## config.mk

```make
export PLATFORM = sky130hd
export DESIGN_NAME = rx_fifo4
export DESIGN_NICKNAME = d
export VERILOG_FILES = /design/src/rtl/rx_fifo4.sv
export SDC_FILE = /design/constraint.sdc
export NUM_CORES = 1
export LEC_CHECK = 0
export BUFFER_PORTS_ARGS = -buffer_cell sky130_fd_sc_hd__buf_4
export CAP_MARGIN = 40
export CORE_MARGIN = 2
export CORE_UTILIZATION = 44
export CTS_CLUSTER_SIZE = 40
export DETAILED_ROUTE_END_ITERATION = 7
export GPL_ROUTABILITY_DRIVEN = 0
export PLACE_DENSITY = 0.64
export SLEW_MARGIN = 20
export SYNTH_ARGS = -nofsm -noshare
export SYNTH_HDL_FRONTEND = slang
export SYNTH_SLANG_ARGS = --single-unit
export TNS_END_PERCENT = 30
```

## constraint.sdc

```tcl
create_clock -name clk -period 2.5 [get_ports clk]
set_clock_uncertainty 0.05 [all_clocks]
set_input_delay 0.375 -clock clk [delete_from_list [all_inputs] [get_ports clk]]
set_output_delay 0.375 -clock clk [all_outputs]
set_load 0.05 [all_outputs]
```

## src/rtl/rx_fifo4.sv

```systemverilog
module rx_fifo4 #(
  parameter int WIDTH = 8,
  parameter int DEPTH = 4
) (
  input  logic             clk,
  input  logic             rst_n,
  input  logic             push_valid,
  input  logic [WIDTH-1:0] push_data,
  input  logic             push_break,
  input  logic             pop,
  input  logic             flush,
  input  logic             rx_enable,
  output logic [WIDTH-1:0] pop_data,
  output logic             data_ready,
  output logic             buf_full,
  output logic             can_accept,
  output logic             break_pulse
);
  localparam int CW = $clog2(DEPTH + 1);
  localparam int IW = $clog2(DEPTH);

  logic [WIDTH-1:0] mem  [DEPTH];
  logic [WIDTH-1:0] nmem [DEPTH];
  logic [CW-1:0]    count, ncnt;
  logic             do_push, do_pop;
  logic [WIDTH-1:0] wdata;

  assign do_push    = push_valid | push_break;
  assign do_pop     = pop & (count != '0);
  assign wdata      = push_break ? '0 : push_data;
  assign data_ready = (count != '0);
  assign buf_full   = (count == CW'(DEPTH));
  assign can_accept = rx_enable & ~buf_full;
  assign pop_data   = data_ready ? mem[0] : '0;

  always_comb begin
    nmem = mem;
    ncnt = count;
    if (do_pop) begin
      for (int i = 0; i < DEPTH - 1; i++) nmem[i] = mem[i+1];
      nmem[DEPTH-1] = '0;
      ncnt = count - 1'b1;
    end
    if (do_push) begin
      if (ncnt == CW'(DEPTH)) begin
        nmem[DEPTH-1] = wdata;
      end else begin
        nmem[ncnt[IW-1:0]] = wdata;
        ncnt = ncnt + 1'b1;
      end
    end
    if (flush) ncnt = '0;
  end

  always_ff @(posedge clk) begin
    if (!rst_n) begin
      count       <= '0;
      break_pulse <= 1'b0;
      for (int i = 0; i < DEPTH; i++) mem[i] <= '0;
    end else begin
      count       <= ncnt;
      break_pulse <= push_break;
      for (int i = 0; i < DEPTH; i++) mem[i] <= nmem[i];
    end
  end
endmodule

```

==> flow_summary.yaml, run 1 <==
layout:
  syn2layout_area_growth_pct: 15.3
  final_core_util_pct: 53.6
  antennaDiodeCount: 0
  nFillCells: 419
  final_nets: 264
  stdcell_count: 298
  design_area_um2: 2380
  layout-drive-gt1-share_pct: 28.0
run:
  cap_violations: 0
sta:
  slew_headroom_pct: 54.2
  hold_viol: 0
  rsz0062_at_grt: "false"
  period_minus_slack_ns: 2.31
  fmax_mhz: 433
  worstMarginPinSlew_ns: 0.685
  final-setup-viol-count: 0
  finalSetupTns_ns: 0
  slew_viol_final: 0
  min_period_over_period_pct: 92.4
clocking:
  numCtsBuffers: 5
  cts-resized-gates: 0
  cts_buffer_depth: 2
  clock-sinks: 36
  worstSkewPairLatency_ns: 0.28
  post_cts_buffers: 0
  cts_hold_buf: 0
  cts-root-buf: "clkbuf_8"
  cts_tree: "yes"
  cts_max_level: 2
  clkTransAtPathRegs_ns: 0.07
yosys:
  synth_warnings: 0
  synth.yosys.seq_area_share_pct: 34.9
  netlist_area_um2: 2060
  synth_nets: 241
  synth_top_flop_cell: "dfxtp_1"
  yosys.area.top_type_share_pct: 34.9
  synth_cell_types: 41
  synth.area.top_cells: "dfxtp_1, mux2i_1, mux2_2, nand3_1, nand2_1"
  syn_inst: 222
  async_flop_share_pct: 0
  avgSynthCellArea_um2: 9.30
  yosys-top-cells-count: "dfxtp_1, mux2i_1, nand2_1"
  synth_edf_count: 0
  yosys.area.top_type: "dfxtp_1"
  synth-seq-cells: 36
  yosysMostFrequentCell: "dfxtp_1"
setup_path:
  crit_path_end_kind: "flop"
  critPathKind: "flop to flop"
  cpMostUsedCell: "ha_1"
  crit_buf_inv: 2
  crit_path_max_incr_delay_ns: 0.33
  crit_arrival_ns: 2.47
  crit_fanout: 14
  cp_cell_sequence: "inv_1, ha_1, nor2b_4, inv_4, nand2_2, o21ai_1, ha_1, o21ai_4, mux2i_1"
  start_kind: "flop"
  crit_family: "adder cells"
  cpMaxStageDelayCell: "o21ai_4"
  cp.required_ns: 2.66
route:
  vias: 1604
  wl_um: 4310
  wl_met2_um: 2020
  routedWlPerCell_um: 14.5
  drc: 0
  viasPerCell: 5.38
  dr_wl_met3_um: 122
  highest_layer: "met4"
  met1_length_um: 2130
  ant_nets: 0
  drtIter0Drc: 61
  firstDrtPassIters: 4
power_and_ir_drop:
  ir_worst_vdd_mv: 0.350
  power.density_nw_per_um2: 684
  p_leak_nw: 1.05
  power.total_mw: 1.63
place:
  hpwlAfterDp_um: 2930
  io_buffer_count: 26
  dpl_cell_area_um2: 2270
  place_inst: 290
floorplan:
  die_x_um: 72.5
  core_area_um2: 4440
  dieArea_um2: 5260
  ios: 27
  fp.dieH_um: 72.5
  start_util_pct: 46.5
  rows: 24
grt:
  grt.total_usage_pct: 18.3
  grt_pass1_wl_um: 7440
  antenna_found_initial: 0
  grt_pass1_vias: 1616
  grt_overflow: 0
  grt_start_max_net_pins: 31
min_path:
  hp-class: "input pin to flop"
run_status:
  status: "finished, final reports clean"
## cell type report
cell class	instances	area, um^2	share of cell area (%)
timing repair buffer	30	225	9.46
clock buffer	6	72.6	3.05
multi-input combinational	164	1230	51.7
inverter	8	32.5	1.37
tap	52	65.1	2.73
clock inverter	2	35.0	1.47
sequential	36	721	30.3
## tightest hold or removal path: stages
cell,delay (ns)
buf_4,0.07
nand2b_1,0.14
a21oi_1,0.05
## stage by stage
stage	setup slack, ns	hold slack, ns
2_1_floorplan	0.121	0.396
3_3_place_gp	0.300	0.404
3_5_place_dp	0.230	0.411
4_1_cts	0.211	0.348
5_1_grt	0.0372	0.369
6_report	0.190	0.352
## path summary, 6_finish.rpt
| kind | start | endpoint | slack [ns] | cells past startpoint |
|---|---|---|---|---|
| hold reg to reg | mem[4] | mem[4] | 0.43 | 2 |
| setup / recovery | count[0] | mem[7] | 0.19 | 9 |
| hold / removal | flush | count[2] | 0.35 | 3 |
| setup reg to reg | count[0] | mem[7] | 0.19 | 9 |
## power by group
part | switching, mW | leakage [nW] | internal (mW)
clock | 0.203 | 0.0552 | 0.296
combinational | 0.292 | 0.704 | 0.190
sequential | 0.0242 | 0.293 | 0.624
## state kept, by name, summed over array words and instances (netlist names)
register	count
count	3
mem	32
break_pulse	1
## routing by layer
metal	up-vias	track usage, %
met5	-	0
met4	0	4.73
met3	4	5.00
met2	25	31.2
met1	743	22.9
li1	832	-
## placed cells by master (no fill, tap or decap), types with 2 or more instances in the layout
cell       n
ha_1       4
nor2b_1    9
a211oi_2   3
clkbuf_8   5
o21ai_0    4
nand3_1   15
o21ai_1    9
a211oi_1   8
o21ai_4    2
and2_1    10
a211oi_4   2
mux2_2    15
buf_4     30
nor4_1     2
or3_1      2
dfxtp_1   36
nor2_1    14
nand2_1   17
a21oi_1    6
mux2i_1   25
inv_1      7
## logic make-up after synthesis
kind of cell	Yosys count	synth area share (%)
simple gates	77	19.9
compound gates	42	16.5
mux	40	20.3
flops	36	34.9
buf+inv	22	5.52
fa+ha+maj	4	2.42
xor+xnor	1	0.424
Note: power is estimated with default switching activity, not from simulation.
==> run 2: changes to the inputs <==
Settings changed: MAX_ROUTING_LAYER set to met4.
==> flow_summary.yaml, run 2 (same netlist as run 1, synthesis figures left out) <==
clocking:
  cts-root-buf: "clkbuf_8"
  post_cts_buffers: 0
  cts_tree: "yes"
  cts-resized-gates: 0
  cts_buffer_depth: 2
  worstSkewPairLatency_ns: 0.28
  clock-sinks: 36
  cts_hold_buf: 0
  cts_max_level: 2
  clkTransAtPathRegs_ns: 0.07
  numCtsBuffers: 5
layout:
  multi_input_comb_area_um2: 1230
  regArea_um2: 721
  final_core_util_pct: 53.6
  nFillCells: 419
  layout_commonest_cell: "dfxtp_1"
  syn2layout_area_growth_pct: 15.3
  layout-drive-gt1-share_pct: 28.0
  top_regs: "mem (32), count (3), break_pulse (1)"
  antennaDiodeCount: 0
  mostFrequentLayoutCells: "dfxtp_1, buf_4, mux2i_1"
  largest_register_ffs: 32
  final_nets: 264
  regMostFlops: "mem"
floorplan:
  fp.dieH_um: 72.5
  ios: 27
  start_util_pct: 46.5
  core_area_um2: 4440
  die_x_um: 72.5
  rows: 24
  dieArea_um2: 5260
setup_path:
  crit_fanout: 14
  critPathKind: "flop to flop"
  cp.required_ns: 2.66
  crit_arrival_ns: 2.47
  reg2regPathDepth: 9
  start_kind: "flop"
  crit_path_end_kind: "flop"
grt:
  grt_start_max_net_pins: 31
  grt_pass1_wl_um: 7450
  grt_pass1_vias: 1612
  grt.total_usage_pct: 18.9
  grt_overflow: 0
  antenna_found_initial: 0
route:
  vias: 1609
  drc: 0
  drtIter0Drc: 75
  routedWlPerCell_um: 14.4
  ant_nets: 0
  viasPerCell: 5.40
  firstDrtPassIters: 4
  wl_um: 4300
sta:
  worstMarginPinSlew_ns: 0.680
  rsz0062_at_grt: "false"
  slew_viol_final: 0
  finalSetupTns_ns: 0
  slew_headroom_pct: 54.5
  min_period_over_period_pct: 92.3
  period_minus_slack_ns: 2.31
  fmax_mhz: 434
  setup_ws_ns: 0.194
  hold_viol: 0
  final-setup-viol-count: 0
power_and_ir_drop:
  p_leak_nw: 1.05
  power.density_nw_per_um2: 684
  power.total_mw: 1.63
  ir_worst_vdd_mv: 0.351
place:
  hpwlAfterDp_um: 2930
  pre_cts_ws_ns: 0.230
  io_buffer_count: 26
run_status:
  status: "finished, final reports clean"
run:
  cap_violations: 0
min_path:
  hp-class: "input pin to flop"
  holdPathStages: 3
-- run 2: routing by layer --
metal | track usage, % | up-vias | routed length [um]
li1 | - | 832 | -
met1 | 22.9 | 738 | 2110
met2 | 31.2 | 35 | 2010
met3 | 5.00 | 4 | 138
met4 | 4.73 | 0 | 35
met5 | - | - | 0
-- run 2: critical path, cell delays in order (launching register included) --
cell and delay (ns):
dfxtp_1 0.31, inv_1 0.18, ha_1 0.25, nor2b_4 0.24, inv_4 0.12, nand2_2 0.12
o21ai_1 0.13, ha_1 0.28, o21ai_4 0.33, mux2i_1 0.23
-- run 2: cell type report --
| type | count | share of cell area (%) |
|---|---|---|
| Multi-Input combinational cell | 164 | 51.7 |
| Sequential cell | 36 | 30.3 |
| Timing Repair Buffer | 30 | 9.46 |
| Clock buffer | 6 | 3.05 |
| Tap cell | 52 | 2.73 |
| Clock inverter | 2 | 1.47 |
| Inverter | 8 | 1.37 |
-- run 2: report_power, final --
part	leakage, nW	internal [mW]	total (mW)	switching, mW
registers	0.293	0.624	0.648	0.0242
clock network	0.0552	0.296	0.499	0.203
logic	0.704	0.190	0.482	0.292
total	1.05	1.11	1.63	0.519
-- run 2: worst paths after layout --
path                 start        to  slack [ns]
setup reg to reg  count[0]    mem[7]        0.19
hold / removal       flush  count[2]        0.35
hold reg to reg     mem[4]    mem[4]        0.43
setup / recovery  count[0]    mem[7]        0.19
-- run 2: through the flow --
stage	area, um^2	std cells	hold WS [ns]
2_1_floorplan	2060	222	0.396
3_3_place_gp	2270	290	0.404
3_5_place_dp	2270	290	0.411
4_1_cts	2380	298	0.348
5_1_grt	2380	298	0.369
6_report	2380	298	0.351
